<file path="src/rtl/evcap_pkg.sv">
package evcap_pkg;

   // Bus register addresses
   typedef enum logic [1:0] {
      ADDR_CAP_LO = 2'd0,
      ADDR_CAP_HI = 2'd1,
      ADDR_FLAG   = 2'd2
   } evcap_addr_e;

   localparam int unsigned FLAG_BIT = 0;

endpackage

</file>
<file path="src/rtl/evcap_sync.sv">
module evcap_sync #(
   parameter int unsigned STAGES = 2
) (
   input  logic clk_i,
   input  logic rst_ni,
   input  logic d_i,
   output logic q_o
);

   if (STAGES < 2) begin : g_bad_stages
      $error("evcap_sync: STAGES must be at least 2");
   end

   logic [STAGES-1:0] st_q;

   always_ff @(posedge clk_i or negedge rst_ni) begin
      if (!rst_ni) begin
         st_q <= '0;
      end else begin
         st_q[0] <= d_i;
         for (int i = 1; i < int'(STAGES); i++) begin
            st_q[i] <= st_q[i-1];
         end
      end
   end

   assign q_o = st_q[STAGES-1];

endmodule

</file>
<file path="src/rtl/evcap_filter.sv">
module evcap_filter #(
   parameter int unsigned LEN     = 4,
   parameter bit          PRESENT = 1'b1
) (
   input  logic clk_i,
   input  logic rst_ni,
   input  logic en_i,
   input  logic d_i,
   output logic q_o
);

   if (LEN < 2) begin : g_bad_len
      $error("evcap_filter: LEN must be at least 2");
   end

   if (PRESENT) begin : g_filter
      // Current sample plus LEN-1 stored samples form the vote window
      logic [LEN-2:0] hist_q;
      logic [LEN-1:0] window;
      logic           filt_q;

      assign window = {hist_q, d_i};

      always_ff @(posedge clk_i or negedge rst_ni) begin
         if (!rst_ni) begin
            hist_q <= '0;
            filt_q <= 1'b0;
         end else begin
            hist_q[0] <= d_i;
            for (int i = 1; i < int'(LEN) - 1; i++) begin
               hist_q[i] <= hist_q[i-1];
            end
            // Level tracked even while bypassed, so enabling it is glitch free
            if (&window) begin
               filt_q <= 1'b1;
            end else if (~|window) begin
               filt_q <= 1'b0;
            end
         end
      end

      assign q_o = en_i ? filt_q : d_i;
   end else begin : g_bypass
      logic unused_filt;
      assign unused_filt = en_i ^ clk_i ^ rst_ni;
      assign q_o = d_i;
   end

endmodule

</file>
<file path="src/rtl/evcap_edge.sv">
module evcap_edge (
   input  logic clk_i,
   input  logic rst_ni,
   input  logic lvl_i,
   input  logic rise_sel_i,
   output logic evt_o
);

   logic prev_q;

   always_ff @(posedge clk_i or negedge rst_ni) begin
      if (!rst_ni) begin
         prev_q <= 1'b0;
      end else begin
         prev_q <= lvl_i;
      end
   end

   assign evt_o = rise_sel_i ? (lvl_i & ~prev_q) : (~lvl_i & prev_q);

endmodule

</file>
<file path="src/rtl/evcap_unit.sv">
module evcap_unit
   import evcap_pkg::*;
#(
   parameter int unsigned CNT_W          = 16,
   parameter int unsigned BUS_W          = 8,
   parameter int unsigned SYNC_STAGES    = 2,
   parameter int unsigned FILT_LEN       = 4,
   parameter bit          FILTER_PRESENT = 1'b1
) (
   input  logic             clk_i,
   input  logic             rst_ni,
   input  logic             pin_i,
   input  logic             cmp_i,
   input  logic             src_sel_i,
   input  logic             edge_rise_i,
   input  logic             filt_en_i,
   input  logic             irq_en_i,
   input  logic [CNT_W-1:0] count_i,
   input  logic [1:0]       addr_i,
   input  logic             rd_i,
   input  logic             wr_i,
   input  logic [BUS_W-1:0] wdata_i,
   output logic [BUS_W-1:0] rdata_o,
   input  logic             irq_ack_i,
   output logic             irq_o
);

   localparam int unsigned HI_W = CNT_W - BUS_W;

   if (CNT_W != 2 * BUS_W) begin : g_bad_width
      $error("evcap_unit: CNT_W must be twice BUS_W");
   end
   if (BUS_W < 2) begin : g_bad_bus
      $error("evcap_unit: BUS_W must be at least 2");
   end

   logic             src_lvl;
   logic             sync_lvl;
   logic             filt_lvl;
   logic             cap_evt;
   logic [CNT_W-1:0] cap_q;
   logic [HI_W-1:0]  temp_q;
   logic             flag_q;
   logic             flag_clr;
   logic             lo_rd;
   logic             unused_wdata;

   // Source selection ahead of the synchronizer
   assign src_lvl = src_sel_i ? cmp_i : pin_i;

   evcap_sync #(
      .STAGES (SYNC_STAGES)
   ) u_sync (
      .clk_i  (clk_i),
      .rst_ni (rst_ni),
      .d_i    (src_lvl),
      .q_o    (sync_lvl)
   );

   evcap_filter #(
      .LEN     (FILT_LEN),
      .PRESENT (FILTER_PRESENT)
   ) u_filter (
      .clk_i  (clk_i),
      .rst_ni (rst_ni),
      .en_i   (filt_en_i),
      .d_i    (sync_lvl),
      .q_o    (filt_lvl)
   );

   evcap_edge u_edge (
      .clk_i      (clk_i),
      .rst_ni     (rst_ni),
      .lvl_i      (filt_lvl),
      .rise_sel_i (edge_rise_i),
      .evt_o      (cap_evt)
   );

   assign flag_clr = irq_ack_i
                   | (wr_i && (addr_i == ADDR_FLAG) && wdata_i[FLAG_BIT]);
   assign lo_rd    = rd_i && (addr_i == ADDR_CAP_LO);
   assign unused_wdata = ^wdata_i;

   // Capture register and flag; a new capture outranks any clear
   always_ff @(posedge clk_i or negedge rst_ni) begin
      if (!rst_ni) begin
         cap_q  <= '0;
         flag_q <= 1'b0;
      end else if (cap_evt) begin
         cap_q  <= count_i;
         flag_q <= 1'b1;
      end else if (flag_clr) begin
         flag_q <= 1'b0;
      end
   end

   // High byte held on the low-byte read for an atomic pair
   always_ff @(posedge clk_i or negedge rst_ni) begin
      if (!rst_ni) begin
         temp_q <= '0;
      end else if (lo_rd) begin
         temp_q <= cap_q[CNT_W-1:BUS_W];
      end
   end

   always_comb begin
      unique case (addr_i)
         ADDR_CAP_LO: rdata_o = cap_q[BUS_W-1:0];
         ADDR_CAP_HI: rdata_o = BUS_W'(temp_q);
         ADDR_FLAG:   rdata_o = BUS_W'(flag_q);
         default:     rdata_o = '0;
      endcase
   end

   assign irq_o = flag_q & irq_en_i;

endmodule

</file>
<file path="config.mk">
export PLATFORM = sky130hd
export DESIGN_NAME = evcap_unit
export DESIGN_NICKNAME = d
export VERILOG_FILES = /design/src/rtl/evcap_pkg.sv /design/src/rtl/evcap_sync.sv /design/src/rtl/evcap_filter.sv /design/src/rtl/evcap_edge.sv /design/src/rtl/evcap_unit.sv
export SDC_FILE = /design/constraint.sdc
export NUM_CORES = 1
export LEC_CHECK = 0
export BUFFER_PORTS_ARGS = -buffer_cell sky130_fd_sc_hd__buf_2
export CORE_MARGIN = 2
export CORE_UTILIZATION = 31
export CTS_CLUSTER_SIZE = 10
export DETAILED_ROUTE_END_ITERATION = 6
export PLACE_DENSITY = 0.64
export REMOVE_ABC_BUFFERS = 1
export SYNTH_ARGS = -nofsm -noshare
export SYNTH_HDL_FRONTEND = slang
export SYNTH_HIERARCHICAL = 1
export SYNTH_SLANG_ARGS = --single-unit
</file>
<file path="constraint.sdc">
create_clock -name clk_i -period 2.2 [get_ports clk_i]
set_input_delay 0.44 -clock clk_i [delete_from_list [all_inputs] [get_ports clk_i]]
set_output_delay 0.44 -clock clk_i [all_outputs]
set_load 0.02 [all_outputs]
</file>
==> metrics.md <==
| Metric | Value |
|---|---|
| P per Cell Area | roughly 1100 nW/µm² |
| Tightest Pin Transition | approximately 0.68 ns |
| Max clock buf depth | 2 |
| Post-route setup TNS | 0 ns |
| Row count | 23 |
| Max_cap viols | 0 |
| Syn-to-layout area delta | 24.41% |
| Power, Total | roughly 1.9 mW |
| Final wirelength | approximately 2500 µm |
| Post-synthesis mux area share | 0.2798 |
| R2R Setup Slk | 0.49 ns |
| Global-route wire length before repair | roughly 4000 µm |
| Worst reg2reg endpoint | cap_q[9] |
| Antenna violations before repair | 0 |
| CTS resizes | 0 |
| Fin crit period | about 1.7 ns |
| Pre-antenna DRT Iters | 3 |
| Ys Warns | 6 |
| Antenna Cells | 0 |
| Average cell area after synthesis | between 10 and 15 µm² |
| Drt drc | 0 |
| Pins Over Slew Limit | 0 |
| Compound-Gate Fraction of Synth Area | 0.02911 |
| Port Buffers | 38 |
| Register area | between 800 and 900 µm² |
| Area leader, netlist | dfrtp_1 |
| Synth Area in Simple Gates | 0.06854 |
| Fillers | approximately 400 |
| Final worst-path cycle share | 0.7763 |
| Post-Synth Adder-Cell Area | 0 |
| XOR/XNOR Fraction of Synth Area | 0 |
| Clk slew on worst S/H paths | ~0.06 ns |
| Status | completed |
| Gr ovfl total | 0 |
| Fmax | 585.5 MHz |
| Crit end category | register |
| Max FO, Critical Path | 17 |
| Final Hold Vio Count | 0 |
| Clk_skew | approximately 0.0031 ns |
| Area occupied by multi-input gates | 503.0 µm² |
| Slew headroom | 0.5481 |
| VDD IR max | slightly below 400 µV |
| CTS tree | built |
| Core Box Area | around 4100 µm² |
| RR Startpoint | u_sync/st_q[1] |
| Util after Layout | 0.4086 |
| P_leak | slightly below 0.8 nW |
| Initial Util | 0.3284 |
| Area after DPL | around 1600 µm² |
| Final setup vio count | 0 |
| Vias | approximately 850 |
| CTS Sinks | 32 |
| Nets | about 170 |
| Num CTS Buffers | 5 |
| H-tree levels | 2 |
| Final instance area | 1658 µm² |
| Worst R2R Path Depth | 5 |
| CP startpoint kind | register |
| Syn Inst Count | 90 |
| Largest net degree at the start of global routing | 33 |
| RSZ-0062 raised after global routing | false |
| Final WS setup | approximately 0.49 ns |
| Worst-Skew Late Latency | roughly 0.27 ns |
| Largest family of logic cells by synthesized area | multiplexers |
| Crit path DAT | 1.87 ns |
| Die Wd | a little under 70 µm |
| Yosys cell types | 18 |
| Post-DR vias/cell | 4.634 |
| Die H | just under 70 µm |
| Number of global-route vias before repair | 910 |
| Initial DRC count | 36 |
| Root buf cell | clkbuf_8 |
| Top-area cell type share of the netlist area | 0.6009 |
| Worst hold path type | in2async |
| Share of layout cells above drive strength 1 | 0.5639 |
| DP HPWL | 1811 µm |
| Drt wl/cell | ~13 µm |
| Synth area leaders | dfrtp_1 60%, mux2_2 22%, mux2i_1 6.0% |
| GP Congestion | between 0.6 and 0.7 |
| Final ANT Viol Nets | 0 |
| Tot GR Track Use | 0.1118 |
| Post-CTS Hold Fix Bufs | 0 |
| Synthesis-stage register bit count | 32 |
| Post-synthesis cell area | around 1300 µm² |
| Post-CTS setup buffer count | 0 |
| Kind of critical path | reg2reg |
| Die area | between 4000 and 5000 µm² |
| Worst Path Required | ~2.4 ns |
| I/O pin cnt | 46 |
| Dpl ws | between 0.3 and 0.4 ns |
| Sequential fraction of the synthesis area | 0.6009 |
report_power, final:
part           switching, mW  leakage, nW  internal [mW]
logic                  0.217        0.358          0.284
registers              0.114        0.375          0.820
clock network          0.187       0.0455          0.254
total                  0.517        0.779           1.36
critical path, stage by stage (launching register included):
cell      delay (ns)
dfrtp_1         0.41
mux2_2          0.29
nand2b_1        0.15
o21ai_2         0.10
buf_4           0.26
mux2_2          0.37
placed cells by master (no fill, tap or decap), types with 2 or more instances in the layout:
cell       n
dfrtp_1   32
buf_2     38
nor2_1     7
nand3b_1   2
clkbuf_8   6
clkbuf_1   2
mux2_2    26
mux2i_1    8
flip-flops by register name, indices dropped and copies added (netlist names):
signal,cells
flag_q,1
u_edge/prev_q,1
u_filter/g_filter.hist_q,3
u_filter/g_filter.filt_q,1
u_sync/st_q,2
cap_q,16
temp_q,8
synthesized netlist by cell type:
cell      count
buf_4         2
and2_1        1
o21ai_2       1
mux2_2       26
nand2b_1      1
o41ai_2       1
nor2_1        7
nor3b_4       1
o21ai_0       1
nand4b_1      1
nand3b_1      2
nand2_1       1
buf_2         2
dfrtp_1      32
a31o_2        1
nand4_1       1
mux2i_1       8
inv_1         1
per-stage QoR:
stage | std cells | hold WS (ns)
4_1_cts | 183 | 0.2268
3_5_place_dp | 175 | 0.3381
2_1_floorplan | 86 | 0.1444
6_report | 183 | 0.2061
3_3_place_gp | 175 | 0.3380
5_1_grt | 183 | 0.2551
cells by family (layout without fill, tap and decap cells):
family,count (synthesis),in the layout
simple gates,15,15
buf+inv,5,48
mux,34,34
flops,32,32
compound gates,4,4
routing by layer:
| metal | GRT usage | vias up | routed length (µm) |
|---|---|---|---|
| met5 | 0 | - | 0 |
| met4 | 0.06536 | 0 | 40 |
| met3 | 0.04215 | 4 | 157 |
| met2 | 0.1955 | 24 | 1344 |
| met1 | 0.1127 | 420 | 917 |
| li1 | - | 400 | - |
how the worst max path moves through the flow:
stage                   start        to  slack, ns  cells after the start
2_1_floorplan       filt_en_i  cap_q[0]       0.27                      4
3_3_place_gp        filt_en_i  cap_q[7]       0.34                      6
3_5_place_dp        filt_en_i  cap_q[9]       0.31                      6
4_1_cts        u_sync/st_q[1]  cap_q[9]       0.47                      5
5_1_grt        u_sync/st_q[1]  cap_q[3]       0.42                      5
6_report       u_sync/st_q[1]  cap_q[9]       0.49                      5
layout make-up:
cell class                 instances  area share
timing repair buffer              39      0.1192
tap                               50     0.03774
multi-input combinational         53      0.3034
sequential                        32      0.4830
clock buffer                       8     0.05434
inverter                           1    0.002264
Power figures use the tool's default switching activity.
